$ cat config.mk
export PLATFORM = sky130hd
export DESIGN_NAME = bank_ctx_switch
export DESIGN_NICKNAME = d
export VERILOG_FILES = /design/src/rtl/bank_ctx_pkg.sv /design/src/rtl/bank_slot_addr.sv /design/src/rtl/bank_ctx_fsm.sv /design/src/rtl/bank_ctx_state.sv /design/src/rtl/bank_ctx_switch.sv
export SDC_FILE = /design/constraint.sdc
export NUM_CORES = 1
export LEC_CHECK = 0
export BUFFER_PORTS_ARGS = -buffer_cell sky130_fd_sc_hd__buf_2
export CAP_MARGIN = 20
export CELL_PAD_IN_SITES_DETAIL_PLACEMENT = 0
export CELL_PAD_IN_SITES_GLOBAL_PLACEMENT = 1
export CORE_MARGIN = 2
export CORE_UTILIZATION = 38
export DETAILED_ROUTE_END_ITERATION = 6
export PLACE_DENSITY_LB_ADDON = 0.2
export RECOVER_POWER = 25
export SYNTH_ARGS = -nofsm -noshare
export SYNTH_HDL_FRONTEND = slang
export SYNTH_SLANG_ARGS = --single-unit
$ cat constraint.sdc
create_clock -name clk -period 2.5 [get_ports clk]
set_input_delay 0.125 -clock clk [delete_from_list [all_inputs] [get_ports clk]]
set_output_delay 0.125 -clock clk [all_outputs]
set_load 0.005 [all_outputs]
$ cat src/rtl/bank_ctx_pkg.sv
package bank_ctx_pkg;

    // Sequencer states, in the order they are visited
    typedef enum logic [2:0] {
        ST_IDLE,
        ST_WR_FLAGS,
        ST_WR_PC,
        ST_RD_VEC,
        ST_CAP_VEC,
        ST_SETTLE,
        ST_FINISH
    } ctx_state_e;

    // Flags word layout: the bank field and the always-one bit
    localparam int FLAGS_W       = 16;
    localparam int BANK_FIELD_LO = 12;
    localparam int BANK_FIELD_HI = 14;
    localparam int FIXED_ONE_BIT = 15;

    // Byte offsets of the save slots inside one bank
    localparam int SLOT_VEC_OFF   = 2;
    localparam int SLOT_FLAGS_OFF = 4;
    localparam int SLOT_PC_OFF    = 6;
    localparam int REG_BASE_OFF   = 8;

    // Number of sequencer cycles that are not padding
    localparam int FIXED_STEPS = 5;

endpackage

$ cat src/rtl/bank_slot_addr.sv
module bank_slot_addr #(
    parameter int BANK_W = 3,
    parameter int OFF_W  = 5
) (
    input  logic [BANK_W-1:0]       bank,
    input  logic [OFF_W-1:0]        offset,
    output logic [BANK_W+OFF_W-1:0] addr
);
    // Banks are a power-of-two size, so the base is a plain concatenation
    assign addr = {bank, offset};
endmodule

$ cat src/rtl/bank_ctx_fsm.sv
module bank_ctx_fsm
    import bank_ctx_pkg::*;
#(
    parameter int SWITCH_CYCLES = 15
) (
    input  logic clk,
    input  logic rst_n,
    input  logic start,
    output logic idle,
    output logic accept,
    output logic busy,
    output logic done,
    output logic wr_flags,
    output logic wr_pc,
    output logic rd_vec,
    output logic cap_vec,
    output logic commit
);
    localparam int PAD   = SWITCH_CYCLES - FIXED_STEPS;
    localparam int CNT_W = (PAD > 1) ? $clog2(PAD) : 1;
    localparam logic [CNT_W-1:0] PAD_LAST = CNT_W'(PAD - 1);

    ctx_state_e       state_q, state_d;
    logic [CNT_W-1:0] pad_q;

    // State register and padding counter
    always_ff @(posedge clk or negedge rst_n) begin
        if (!rst_n) begin
            state_q <= ST_IDLE;
            pad_q   <= '0;
        end else begin
            state_q <= state_d;
            if (state_q == ST_SETTLE) pad_q <= pad_q + 1'b1;
            else                      pad_q <= '0;
        end
    end

    // Transitions
    always_comb begin
        state_d = state_q;
        unique case (state_q)
            ST_IDLE:     if (start) state_d = ST_WR_FLAGS;
            ST_WR_FLAGS: state_d = ST_WR_PC;
            ST_WR_PC:    state_d = ST_RD_VEC;
            ST_RD_VEC:   state_d = ST_CAP_VEC;
            ST_CAP_VEC:  state_d = ST_SETTLE;
            ST_SETTLE:   if (pad_q == PAD_LAST) state_d = ST_FINISH;
            ST_FINISH:   state_d = ST_IDLE;
            default:     state_d = ST_IDLE;
        endcase
    end

    // Outputs per state
    always_comb begin
        idle     = 1'b0;
        accept   = 1'b0;
        busy     = 1'b1;
        done     = 1'b0;
        wr_flags = 1'b0;
        wr_pc    = 1'b0;
        rd_vec   = 1'b0;
        cap_vec  = 1'b0;
        commit   = 1'b0;
        unique case (state_q)
            ST_IDLE: begin
                idle   = 1'b1;
                busy   = 1'b0;
                accept = start;
            end
            ST_WR_FLAGS: wr_flags = 1'b1;
            ST_WR_PC:    wr_pc    = 1'b1;
            ST_RD_VEC:   rd_vec   = 1'b1;
            ST_CAP_VEC:  cap_vec  = 1'b1;
            ST_SETTLE:   ;
            ST_FINISH: begin
                done   = 1'b1;
                commit = 1'b1;
            end
            default: busy = 1'b0;
        endcase
    end
endmodule

$ cat src/rtl/bank_ctx_state.sv
module bank_ctx_state
    import bank_ctx_pkg::*;
#(
    parameter int                BANK_W    = 3,
    parameter int                OPERAND_W = 8,
    parameter int                WORD_W    = 16,
    parameter logic [WORD_W-1:0] RESET_PC  = '0
) (
    input  logic                 clk,
    input  logic                 rst_n,
    input  logic                 idle,
    input  logic                 start,
    input  logic                 accept,
    input  logic [OPERAND_W-1:0] operand,
    input  logic                 flags_ld,
    input  logic [FLAGS_W-1:0]   flags_d,
    input  logic                 pc_ld,
    input  logic [WORD_W-1:0]    pc_d,
    input  logic                 cap_vec,
    input  logic [WORD_W-1:0]    vec_word,
    input  logic                 commit,
    output logic [FLAGS_W-1:0]   flags,
    output logic [WORD_W-1:0]    pc,
    output logic [BANK_W-1:0]    tgt_bank
);
    localparam logic [FLAGS_W-1:0] ONE_MASK = FLAGS_W'(1) << FIXED_ONE_BIT;

    logic [FLAGS_W-1:0] flags_q;
    logic [WORD_W-1:0]  pc_q;
    logic [WORD_W-1:0]  vec_q;
    logic               ld_ok;

    assign ld_ok = idle && !start;

    // Target bank, latched when a switch is accepted
    always_ff @(posedge clk or negedge rst_n) begin
        if (!rst_n)      tgt_bank <= '0;
        else if (accept) tgt_bank <= BANK_W'(operand);
    end

    // Holding register for the fetched vector
    always_ff @(posedge clk or negedge rst_n) begin
        if (!rst_n)       vec_q <= '0;
        else if (cap_vec) vec_q <= vec_word;
    end

    // Flags word
    always_ff @(posedge clk or negedge rst_n) begin
        if (!rst_n) begin
            flags_q <= ONE_MASK;
        end else if (commit) begin
            flags_q <= ONE_MASK;
            flags_q[BANK_FIELD_HI:BANK_FIELD_LO] <= tgt_bank;
            flags_q[BANK_FIELD_LO-1:0]           <= flags_q[BANK_FIELD_LO-1:0];
        end else if (ld_ok && flags_ld) begin
            flags_q <= flags_d | ONE_MASK;
        end
    end

    // Program counter
    always_ff @(posedge clk or negedge rst_n) begin
        if (!rst_n)                pc_q <= RESET_PC;
        else if (commit)           pc_q <= vec_q;
        else if (ld_ok && pc_ld)   pc_q <= pc_d;
    end

    assign flags = flags_q;
    assign pc    = pc_q;
endmodule

$ cat src/rtl/bank_ctx_switch.sv
module bank_ctx_switch
    import bank_ctx_pkg::*;
#(
    parameter int        NUM_BANKS     = 8,
    parameter int        BANK_BYTES    = 32,
    parameter int        WORD_W        = 16,
    parameter int        OPERAND_W     = 8,
    parameter int        REG_IDX_W     = 4,
    parameter int        SWITCH_CYCLES = 15,
    parameter logic [15:0] RESET_PC    = 16'h0000
) (
    input  logic                 clk,
    input  logic                 rst_n,
    input  logic                 start,
    input  logic [OPERAND_W-1:0] operand,
    output logic                 busy,
    output logic                 done,
    input  logic                 flags_ld,
    input  logic [15:0]          flags_d,
    input  logic                 pc_ld,
    input  logic [WORD_W-1:0]    pc_d,
    output logic [15:0]          flags,
    output logic [WORD_W-1:0]    pc,
    input  logic [REG_IDX_W-1:0] reg_idx,
    output logic [7:0]           reg_addr,
    output logic [7:0]           ram_addr,
    output logic                 ram_we,
    output logic                 ram_re,
    output logic [WORD_W-1:0]    ram_wdata,
    input  logic [WORD_W-1:0]    ram_rdata
);
    localparam int BANK_W = $clog2(NUM_BANKS);
    localparam int OFF_W  = $clog2(BANK_BYTES);
    localparam int RAM_AW = BANK_W + OFF_W;
    localparam int N_LOOKUP = 2;   // 0: switch slots, 1: register mapping

    logic              idle, accept, wr_flags, wr_pc, rd_vec, cap_vec, commit;
    logic [BANK_W-1:0] tgt_bank;
    logic [OFF_W-1:0]  slot_off;
    logic [OFF_W-1:0]  reg_off;

    logic [BANK_W-1:0] lk_bank [N_LOOKUP];
    logic [OFF_W-1:0]  lk_off  [N_LOOKUP];
    logic [RAM_AW-1:0] lk_addr [N_LOOKUP];

    bank_ctx_fsm #(
        .SWITCH_CYCLES (SWITCH_CYCLES)
    ) i_fsm (
        .clk      (clk),
        .rst_n    (rst_n),
        .start    (start),
        .idle     (idle),
        .accept   (accept),
        .busy     (busy),
        .done     (done),
        .wr_flags (wr_flags),
        .wr_pc    (wr_pc),
        .rd_vec   (rd_vec),
        .cap_vec  (cap_vec),
        .commit   (commit)
    );

    bank_ctx_state #(
        .BANK_W    (BANK_W),
        .OPERAND_W (OPERAND_W),
        .WORD_W    (WORD_W),
        .RESET_PC  (WORD_W'(RESET_PC))
    ) i_state (
        .clk      (clk),
        .rst_n    (rst_n),
        .idle     (idle),
        .start    (start),
        .accept   (accept),
        .operand  (operand),
        .flags_ld (flags_ld),
        .flags_d  (flags_d),
        .pc_ld    (pc_ld),
        .pc_d     (pc_d),
        .cap_vec  (cap_vec),
        .vec_word (ram_rdata),
        .commit   (commit),
        .flags    (flags),
        .pc       (pc),
        .tgt_bank (tgt_bank)
    );

    // Slot offset for the current step of a switch
    always_comb begin
        slot_off = OFF_W'(SLOT_VEC_OFF);
        if (wr_flags)   slot_off = OFF_W'(SLOT_FLAGS_OFF);
        else if (wr_pc) slot_off = OFF_W'(SLOT_PC_OFF);
    end

    assign reg_off = OFF_W'(REG_BASE_OFF) + OFF_W'({reg_idx, 1'b0});

    assign lk_bank[0] = tgt_bank;
    assign lk_off[0]  = slot_off;
    assign lk_bank[1] = flags[BANK_FIELD_HI:BANK_FIELD_LO];
    assign lk_off[1]  = reg_off;

    for (genvar g = 0; g < N_LOOKUP; g++) begin : g_lookup
        bank_slot_addr #(
            .BANK_W (BANK_W),
            .OFF_W  (OFF_W)
        ) i_addr (
            .bank   (lk_bank[g]),
            .offset (lk_off[g]),
            .addr   (lk_addr[g])
        );
    end

    assign ram_addr  = lk_addr[0];
    assign reg_addr  = lk_addr[1];
    assign ram_we    = wr_flags || wr_pc;
    assign ram_re    = rd_vec;
    assign ram_wdata = wr_flags ? flags : (wr_pc ? pc : '0);
endmodule

* Word-level counts from Yosys, hierarchy flattened
Cells that the tools add are included.
** Operators by class
- Add/sub/neg operators :: 2
- Eq/ne operators :: 9
- Mux-type cells :: 20
- Bitwise logic cells :: 1
- Reduce and logical (&&, ||, !) cells :: 11
** Operators by type and width (number)
- 16-bit 2-to-1 mux :: 6
- 3-bit case mux with 6 select lines :: 1
- 3-bit 2-to-1 mux :: 4
- 3-bit equality test (second input constant) :: 3
- 1-bit 2-to-1 mux :: 8
- 3-bit by 2-bit equality test with 1-bit output (second input constant) :: 2
- 6-bit OR reduction :: 1
- 4-bit by 5-bit adder with 5-bit output (first input constant) :: 1
- 4-bit by 1-bit adder with 4-bit output (second input constant) :: 1
- 4-bit equality test (second input constant) :: 1
- 4-bit 2-to-1 mux :: 1
- 2-bit != test (second input constant) :: 2
- 2-bit AND reduction :: 2
- 2-bit nonzero test :: 2
- 3-bit by 1-bit equality test with 1-bit output (second input constant) :: 1
- 1-bit logical AND :: 3
- 3-bit zero test :: 1
- 1-bit zero test :: 1
- 1-bit logical OR :: 1
- 1-bit NOT :: 1
** Word-level totals
- Register bits after elaboration :: 58
- Input port bits :: 65
- Output and inout bits :: 68
- Word-level logic and storage cells :: 50

* Depth between registers and ports, before layout
Gate-level depths: netlist of run 1.
- Word-level depth :: 6
- Mapped depth :: 6
- Depth with buffers taken out :: 4

* By module
A second synthesis of run 1 with hierarchy kept.
** Second synthesis, totals
- Cells, all modules :: 257
- Area, all modules :: 3010.4 um2
** Modules (own cells, without submodules)
- bank_ctx_state :: times used 1, cells each 174, area each 2219.6 um2, seq. area each 1277.5 um2
- bank_ctx_fsm :: times used 1, cells each 40, area each 439.2 um2, seq. area each 175.2 um2
- bank_ctx_switch :: times used 1, cells each 27, area each 231.5 um2, seq. area each 0.0 um2
- bank_slot_addr :: times used 2, cells each 8, area each 60.1 um2, seq. area each 0.0 um2

* Worst setup path after synthesis of run 1
No wires, ideal clock.
- Path type :: flip-flop to flip-flop
- Start :: reg i_fsm.state_q[1]
- End :: reg i_state.flags_q[10], in the netlist i_state.flags[10]
- Library setup time :: 0.125 ns
- Arrival time :: 1.546 ns
- Data required time :: 2.375 ns
- Path slack :: 0.829 ns
- Stages on the path, launching flop included :: 7
- Buffers on the path :: 3
- Period minus slack after synthesis :: 1.671 ns
- Cell sequence :: dfrtp_1 buf_2 nor3_2 and2_1 buf_2 buf_4 mux2_2
** On the way
- Word-level cells in the longest chain between the ends :: 5
- Elaborated cells between the ends (all ways) :: 8
- Those cells by class :: 1 x eq/ne; 2 x mux; 1 x bitwise; 4 x reduce/logical
** RTL lines
- start: declaration :: line bank_ctx_fsm.sv:23 : ctx_state_e state_q, state_d;
- start signal: assignment :: line bank_ctx_fsm.sv:32 : state_q <= state_d;
- 3-bit zero test :: line bank_ctx_fsm.sv:64 : unique case (state_q)
- 1-bit 2-to-1 mux :: line bank_ctx_fsm.sv:64
- 1-bit logical AND :: line bank_ctx_state.sv:33 : assign ld_ok = idle && !start;
- 1-bit logical AND :: line bank_ctx_state.sv:55 : end else if (ld_ok && flags_ld) begin
- 2-bit AND reduction (no source line) (*)
- end signal: indexed assignment :: line bank_ctx_state.sv:53 : flags_q[BANK_FIELD_HI:BANK_FIELD_LO] <= tgt_bank;
- end signal: indexed assignment :: line bank_ctx_state.sv:54 : flags_q[BANK_FIELD_LO-1:0] <= flags_q[BANK_FIELD_LO-1:0];
- end signal: assignment :: line bank_ctx_state.sv:56 : flags_q <= flags_d | ONE_MASK;
- end: declaration :: line bank_ctx_state.sv:28 : logic [FLAGS_W-1:0] flags_q;
Mark *: on every way between the ends. The rest lies on a longest branch, timed or not.
A chain may end at the register's enable or synchronous reset.

* Final worst setup path of run 1
- Start :: reg i_fsm.state_q[0]
- End :: out ram_wdata[4]
** On the way
- Word-level cells in the longest chain between the ends :: 4
- Elaborated cells between the ends (all ways) :: 6
- Those cells by class :: 2 x eq/ne; 4 x mux
** RTL lines
- 3-bit by 2-bit equality test with 1-bit output :: line bank_ctx_fsm.sv:64
- 1-bit 2-to-1 mux :: line bank_ctx_fsm.sv:64
- 16-bit 2-to-1 mux :: line bank_ctx_switch.sv:116 : assign ram_wdata = wr_flags ? flags : (wr_pc ? pc : '0);
- 16-bit 2-to-1 mux (*) :: line bank_ctx_switch.sv:116
- end: declaration :: line bank_ctx_switch.sv:29 : output logic [WORD_W-1:0] ram_wdata,
Marks and branches as above.

==> impl_metrics.toml, run 1 <==
[worst_setup_path]
reg2reg_to = "i_state.flags[9]$_DFFE_PN0P_"
r2r_cells = 3
r2r-start = "i_fsm.state_q[1]$_DFFE_PN0P_"
crit_type = "register to output pin"
path_max_fanout = 21
arrival_ps = 1930
cp.required_ps = 2380
endpoint_kind = "output pin"
crit_path_start_kind = "register"
rrSetupSlack_ps = 490

[place]
numPortBuffers = 118
gp_congestion = 0.766
dp.final_hpwl_um = 4930
placedCellCount = 406

[drt]
vias = 2023
first_pass_iters = 4
drc = 0
via_per_inst = 4.81
antenna_left = 0
wirelength_um = 6510
post_drt_wl_per_cell_um = 15.5
drt_iter0_drc = 75

[floorplan]
core_mm2 = 0.00687
dieArea_mm2 = 0.00783
initial_core_util = 0.395
ios = 133
rows = 30
die_w_um = 88.5
die_y_um = 88.5

[timing]
worstMarginPinSlew_ps = 1780
min_period_ps = 2050
fmax_ghz = 0.487
slew_violations = 33
slew_headroom = -0.185
holdWs_ps = 31.1
finalHoldViolCount = 0
rsz0062_at_grt = "false"
tns_ps = 0
setup_viol = 0
min_period_over_period = 0.822
fin_skew_ps = 10.1

[grt]
grt_pass1_wl_um = 10000
grt_max_degree = 33
track_usage = 0.172
antenna_found_initial = 0
grt-ovfl-total = 0
grt_pass1_vias = 1970

[finish]
final_nets = 389
syn_to_final_growth_pct = 29.2
n_antenna_cell = 0
final-instance-count-excl-fill = 421
layout-drive-gt1-share = 0.557

[logic_synthesis]
netlist_instances = 206
synth_seq_area_share = 0.535
synth.cell_area_mm2 = 0.00271
synthTopCellsByArea = "dfrtp_1, mux2_2, o22a_1"
synth-seq-cells = 58
synth-edff-count = 0
synth_most_common_cell = "dfrtp_1"
synth_ff_type = "dfrtp_1"
yosysWarnings = 0
synth.top_cells.by_count = "dfrtp_1, mux2_2, o22a_1, a22o_1, buf_4"
synth.distinct_cells = 35
yosysTopAreaCellShare = 0.526
synth_top_cell_by_area = "dfrtp_1"
post_synth.cell_area_avg_um2 = 13.2
synthArstFlopShare = 1.00

[hold_path]
hold_path_depth = 2
hp-class = "input pin to register"
hp-start = "flags_d[6]"
min_to = "i_state.flags[6]$_DFFE_PN0P_"

[cts]
cts_made_buffers = 9
cts_tree = "built"
cts_resized = 0
path_clk_slew_ps = 70
postCtsSetupRepairBufs = 0
clock_sinks = 58
cts_max_level = 3
clk_latency_ps = 320
clock-root-buffer = "clkbuf_8"
cts_buffer_depth = 2

[pwr]
p_sw_frac = 0.336
vdd_drop_max_mv = 0.380
combPwrFrac = 0.417
power_frac_seq = 0.404
p_leak_uw = 0.00167
clkPwrFrac = 0.179
power.switching_uw = 1440
power_density_mw_per_mm2 = 1230
p_int_uw = 2860

[run_status]
status = "complete, but fails checks"
violations = "max-capacitance violations, max-slew violations"

[flow_run]
drv_cap = 1
-- per-layer routing --
layer | routed length [um] | GRT usage | vias to the layer above
li1 | - | - | 982
met1 | 3160 | 0.241 | 960
met2 | 2950 | 0.260 | 75
met3 | 320 | 0.0354 | 6
met4 | 72 | 0.0744 | 0
met5 | 0 | 0 | -
-- layout by cell type (no fill, tap or decap), types with 3 or more instances in the layout --
master    instances
nor2_1            5
mux2_2           31
conb_1            4
a221o_1           3
dfrtp_1          57
clkbuf_8         12
o22a_1           18
buf_2           113
buf_4             6
nand2b_1          8
clkbuf_1          5
a22o_1           16
o221a_2           5
and2_1            4
inv_1             4
o22a_2            4
-- sequential cells by signal, summed over array words and instances, names as in the netlist --
signal            flops
i_state.flags        16
i_state.pc           16
i_fsm.state_q         3
i_state.tgt_bank      3
i_state.vec_q        16
i_fsm.pad_q           4
-- repair_timing --
action                                 in CTS  in global routing
setup endpoints to repair                   0                  0
endpoints found under the hold margin      30                  0
hold buffers                                1                  0
-- logic make-up (layout without fill, tap and decap cells) --
logic type	count (synthesis)	in the layout	synth area share
muxes	31	31	0.129
adders and majority gates	2	2	0.00922
xor gates and xnor gates	3	3	0.00968
other	1	4	0.00138
AOI/OAI and AO/OA	51	51	0.172
DFF	58	58	0.535
buffers and inverters	27	143	0.0627
and+or+nand+nor	33	33	0.0816
-- worst max-delay path by stage --
stage / startpoint / end / slack, ps / cells after the start
2_1_floorplan: i_fsm.state_q[1]$_DFFE_PN0P_ / i_state.flags[10]$_DFFE_PN0P_ / 830 / 6
3_3_place_gp: i_fsm.state_q[2]$_DFFE_PN0P_ / i_state.flags[11]$_DFFE_PN0P_ / 510 / 3
3_5_place_dp: i_fsm.state_q[2]$_DFFE_PN0P_ / i_state.flags[5]$_DFFE_PN0P_ / 500 / 3
4_1_cts: i_fsm.state_q[0]$_DFFE_PN0P_ / ram_wdata[4] / 420 / 5
5_1_grt: i_fsm.state_q[0]$_DFFE_PN0P_ / ram_wdata[4] / 290 / 5
6_report: i_fsm.state_q[0]$_DFFE_PN0P_ / ram_wdata[4] / 450 / 5
-- critical path, stage by stage (launching register included) --
cell and delay (ps):
dfrtp_1 360, buf_4 270, nor3b_2 420, buf_4 280
a22o_1 160, buf_2 110
-- cell type report --
class                      instances  area [um^2]
clock buffer                      12          165
clock inverter                     2         12.5
fill                             657         3360
inverter                           4         15.0
multi-input combinational        124         1100
sequential                        58         1450
tap                               96          120
timing repair buffer             125          639
-- per-stage QoR --
| step | total power [uW] | cell area, um^2 | utilization | worst slack (ps) |
|---|---|---|---|---|
| after floorplan | 2860 | 2730 | - | 829 |
| after global placement | 3550 | 3330 | 0.484 | 511 |
| after detailed placement | 3580 | 3330 | 0.484 | 500 |
| after CTS | 4380 | 3510 | 0.511 | 415 |
| after global routing | 4650 | 3510 | 0.511 | 291 |
| final | 4300 | 3510 | 0.511 | 446 |
-- power by group through the flow --
stage	combinational [uW]	sequential, uW	clock, uW
after floorplan	1180	1670	0
after global placement	1800	1740	0
after detailed placement	1820	1760	0
after CTS	1830	1740	802
after global routing	1990	1810	841
final	1790	1740	769
No activity file was read; power rests on OpenSTA's default activity.
==> inputs of run 2 (changes only) <==
--- a/config.mk
+++ b/config.mk
@@ -10,7 +10,7 @@
 export CELL_PAD_IN_SITES_DETAIL_PLACEMENT = 0
 export CELL_PAD_IN_SITES_GLOBAL_PLACEMENT = 1
 export CORE_MARGIN = 2
-export CORE_UTILIZATION = 38
+export CORE_UTILIZATION = 35
 export DETAILED_ROUTE_END_ITERATION = 6
 export PLACE_DENSITY_LB_ADDON = 0.2
 export RECOVER_POWER = 25
==> constraint.sdc (replaced) <==
create_clock -name clk -period 2.2 [get_ports clk]
set_input_delay 0.11 -clock clk [delete_from_list [all_inputs] [get_ports clk]]
set_output_delay 0.11 -clock clk [all_outputs]
set_load 0.005 [all_outputs]
==> impl_metrics.toml, run 2 (synthesis results as in run 1) <==
[finish]
final-instance-count-excl-fill = 459
final_nets = 419
syn_to_final_growth_pct = 42.5
mostFrequentLayoutCells = "buf_2, dfrtp_1, mux2_2"
final_common_cell = "buf_2"
layout-drive-gt1-share = 0.535
n_antenna_cell = 0

[timing]
slew_headroom = 0.273
rsz0062_at_grt = "false"
slew_violations = 0
worstMarginPinSlew_ps = 1090
min_period_ps = 1890
setup_viol = 0
holdWs_ps = 14.6
tns_ps = 0
fin_skew_ps = 7.11
finalHoldViolCount = 0
min_period_over_period = 0.857
fmax_ghz = 0.530

[flow_run]
drv_cap = 0

[floorplan]
initial_core_util = 0.357
dieArea_mm2 = 0.00847
die_y_um = 92.1
rows = 32
die_w_um = 92.1
ios = 133
core_mm2 = 0.00761

[worst_setup_path]
arrival_ps = 1780
rrSetupSlack_ps = 400
crit_path_start_kind = "register"
r2r-start = "i_fsm.state_q[2]$_DFFE_PN0P_"
critPathCapture = "ram_we"
path_max_fanout = 18
crit_type = "register to output pin"
reg2reg_to = "i_state.pc[1]$_DFFE_PN0P_"
startpoint = "i_fsm.state_q[0]$_DFFE_PN0P_"
r2r_cells = 3
cp.required_ps = 2090
endpoint_kind = "output pin"

[drt]
vias = 2177
post_drt_wl_per_cell_um = 14.8
wirelength_um = 6790
antenna_left = 0
drc = 0
via_per_inst = 4.74
first_pass_iters = 4
drt_iter0_drc = 124

[cts]
cts_resized = 0
path_clk_slew_ps = 70
cts_made_buffers = 9
cts_max_level = 3
cts_buffer_depth = 2
clk_latency_ps = 330
cts_tree = "built"
clock_sinks = 58
clock-root-buffer = "clkbuf_8"

[pwr]
p_leak_uw = 0.00182
vdd_drop_max_mv = 0.598
power_density_mw_per_mm2 = 1350

[hold_path]
hold_path_depth = 2
hp-class = "input pin to register"
hp-start = "flags_d[11]"

[grt]
track_usage = 0.170
grt_pass1_vias = 2111
grt-ovfl-total = 0
grt_pass1_wl_um = 11000
grt_max_degree = 50
antenna_found_initial = 0

[place]
placedCellCount = 417
numPortBuffers = 118
gp_congestion = 0.738
dp.final_hpwl_um = 5070

[run_status]
status = "finished, final reports clean"
run 2: critical path, cell delays in order (launching register included):
cell and delay, ps:
dfrtp_1 530, nor3b_2 230, buf_4 190, or2_2 350, buf_2 140
run 2: through the flow:
stage,instance area (um^2),power [uW],worst slack (ps),util
6_report,3870,5230,314,0.508
5_1_grt,3870,5630,136,0.508
4_1_cts,3880,5320,274,0.511
3_5_place_dp,3400,4160,383,0.446
3_3_place_gp,3400,4130,411,0.446
2_1_floorplan,2730,3250,529,-
run 2: routing by layer:
| metal | part of all wire | global-route usage | vias to the layer above |
|---|---|---|---|
| met3 | 0.045 | 0.0288 | 9 |
| met4 | 0.017 | 0.0808 | 0 |
| met5 | 0 | 0 | - |
| li1 | - | - | 1046 |
| met1 | 0.46 | 0.238 | 1068 |
| met2 | 0.48 | 0.255 | 54 |
run 2: where the power goes:
part / switching, uW / internal [uW] / total [uW]
clock: 433 / 667 / 1100
sequential: 394 / 1570 / 1970
combinational: 887 / 1270 / 2160
total: 1710 / 3520 / 5230
run 2: cell type report:
| class | count | area, um^2 |
|---|---|---|
| repair buffers | 155 | 941 |
| clock inverters | 6 | 90.1 |
| inverters | 4 | 15.0 |
| fillers | 719 | 3740 |
| clock buffers | 10 | 138 |
| flip-flops and latches | 58 | 1450 |
| multi-input cells | 124 | 1100 |
| well taps | 102 | 128 |
run 2: worst min path at each step:
stage	slack, ps	end
2_1_floorplan	-190	i_fsm.pad_q[0]$_DFF_PN0_
3_3_place_gp	-3	i_state.vec_q[9]$_DFFE_PN0P_
3_5_place_dp	-4	i_state.vec_q[9]$_DFFE_PN0P_
4_1_cts	1	i_state.vec_q[6]$_DFFE_PN0P_
5_1_grt	3	i_state.vec_q[0]$_DFFE_PN0P_
6_report	10	i_state.flags[11]$_DFFE_PN0P_
run 2: timing repair:
action | 4_1_cts | 5_1_grt
setup buffers | 0 | 0
hold buffers | 26 | 0
hold endpoints to repair | 82 | 0
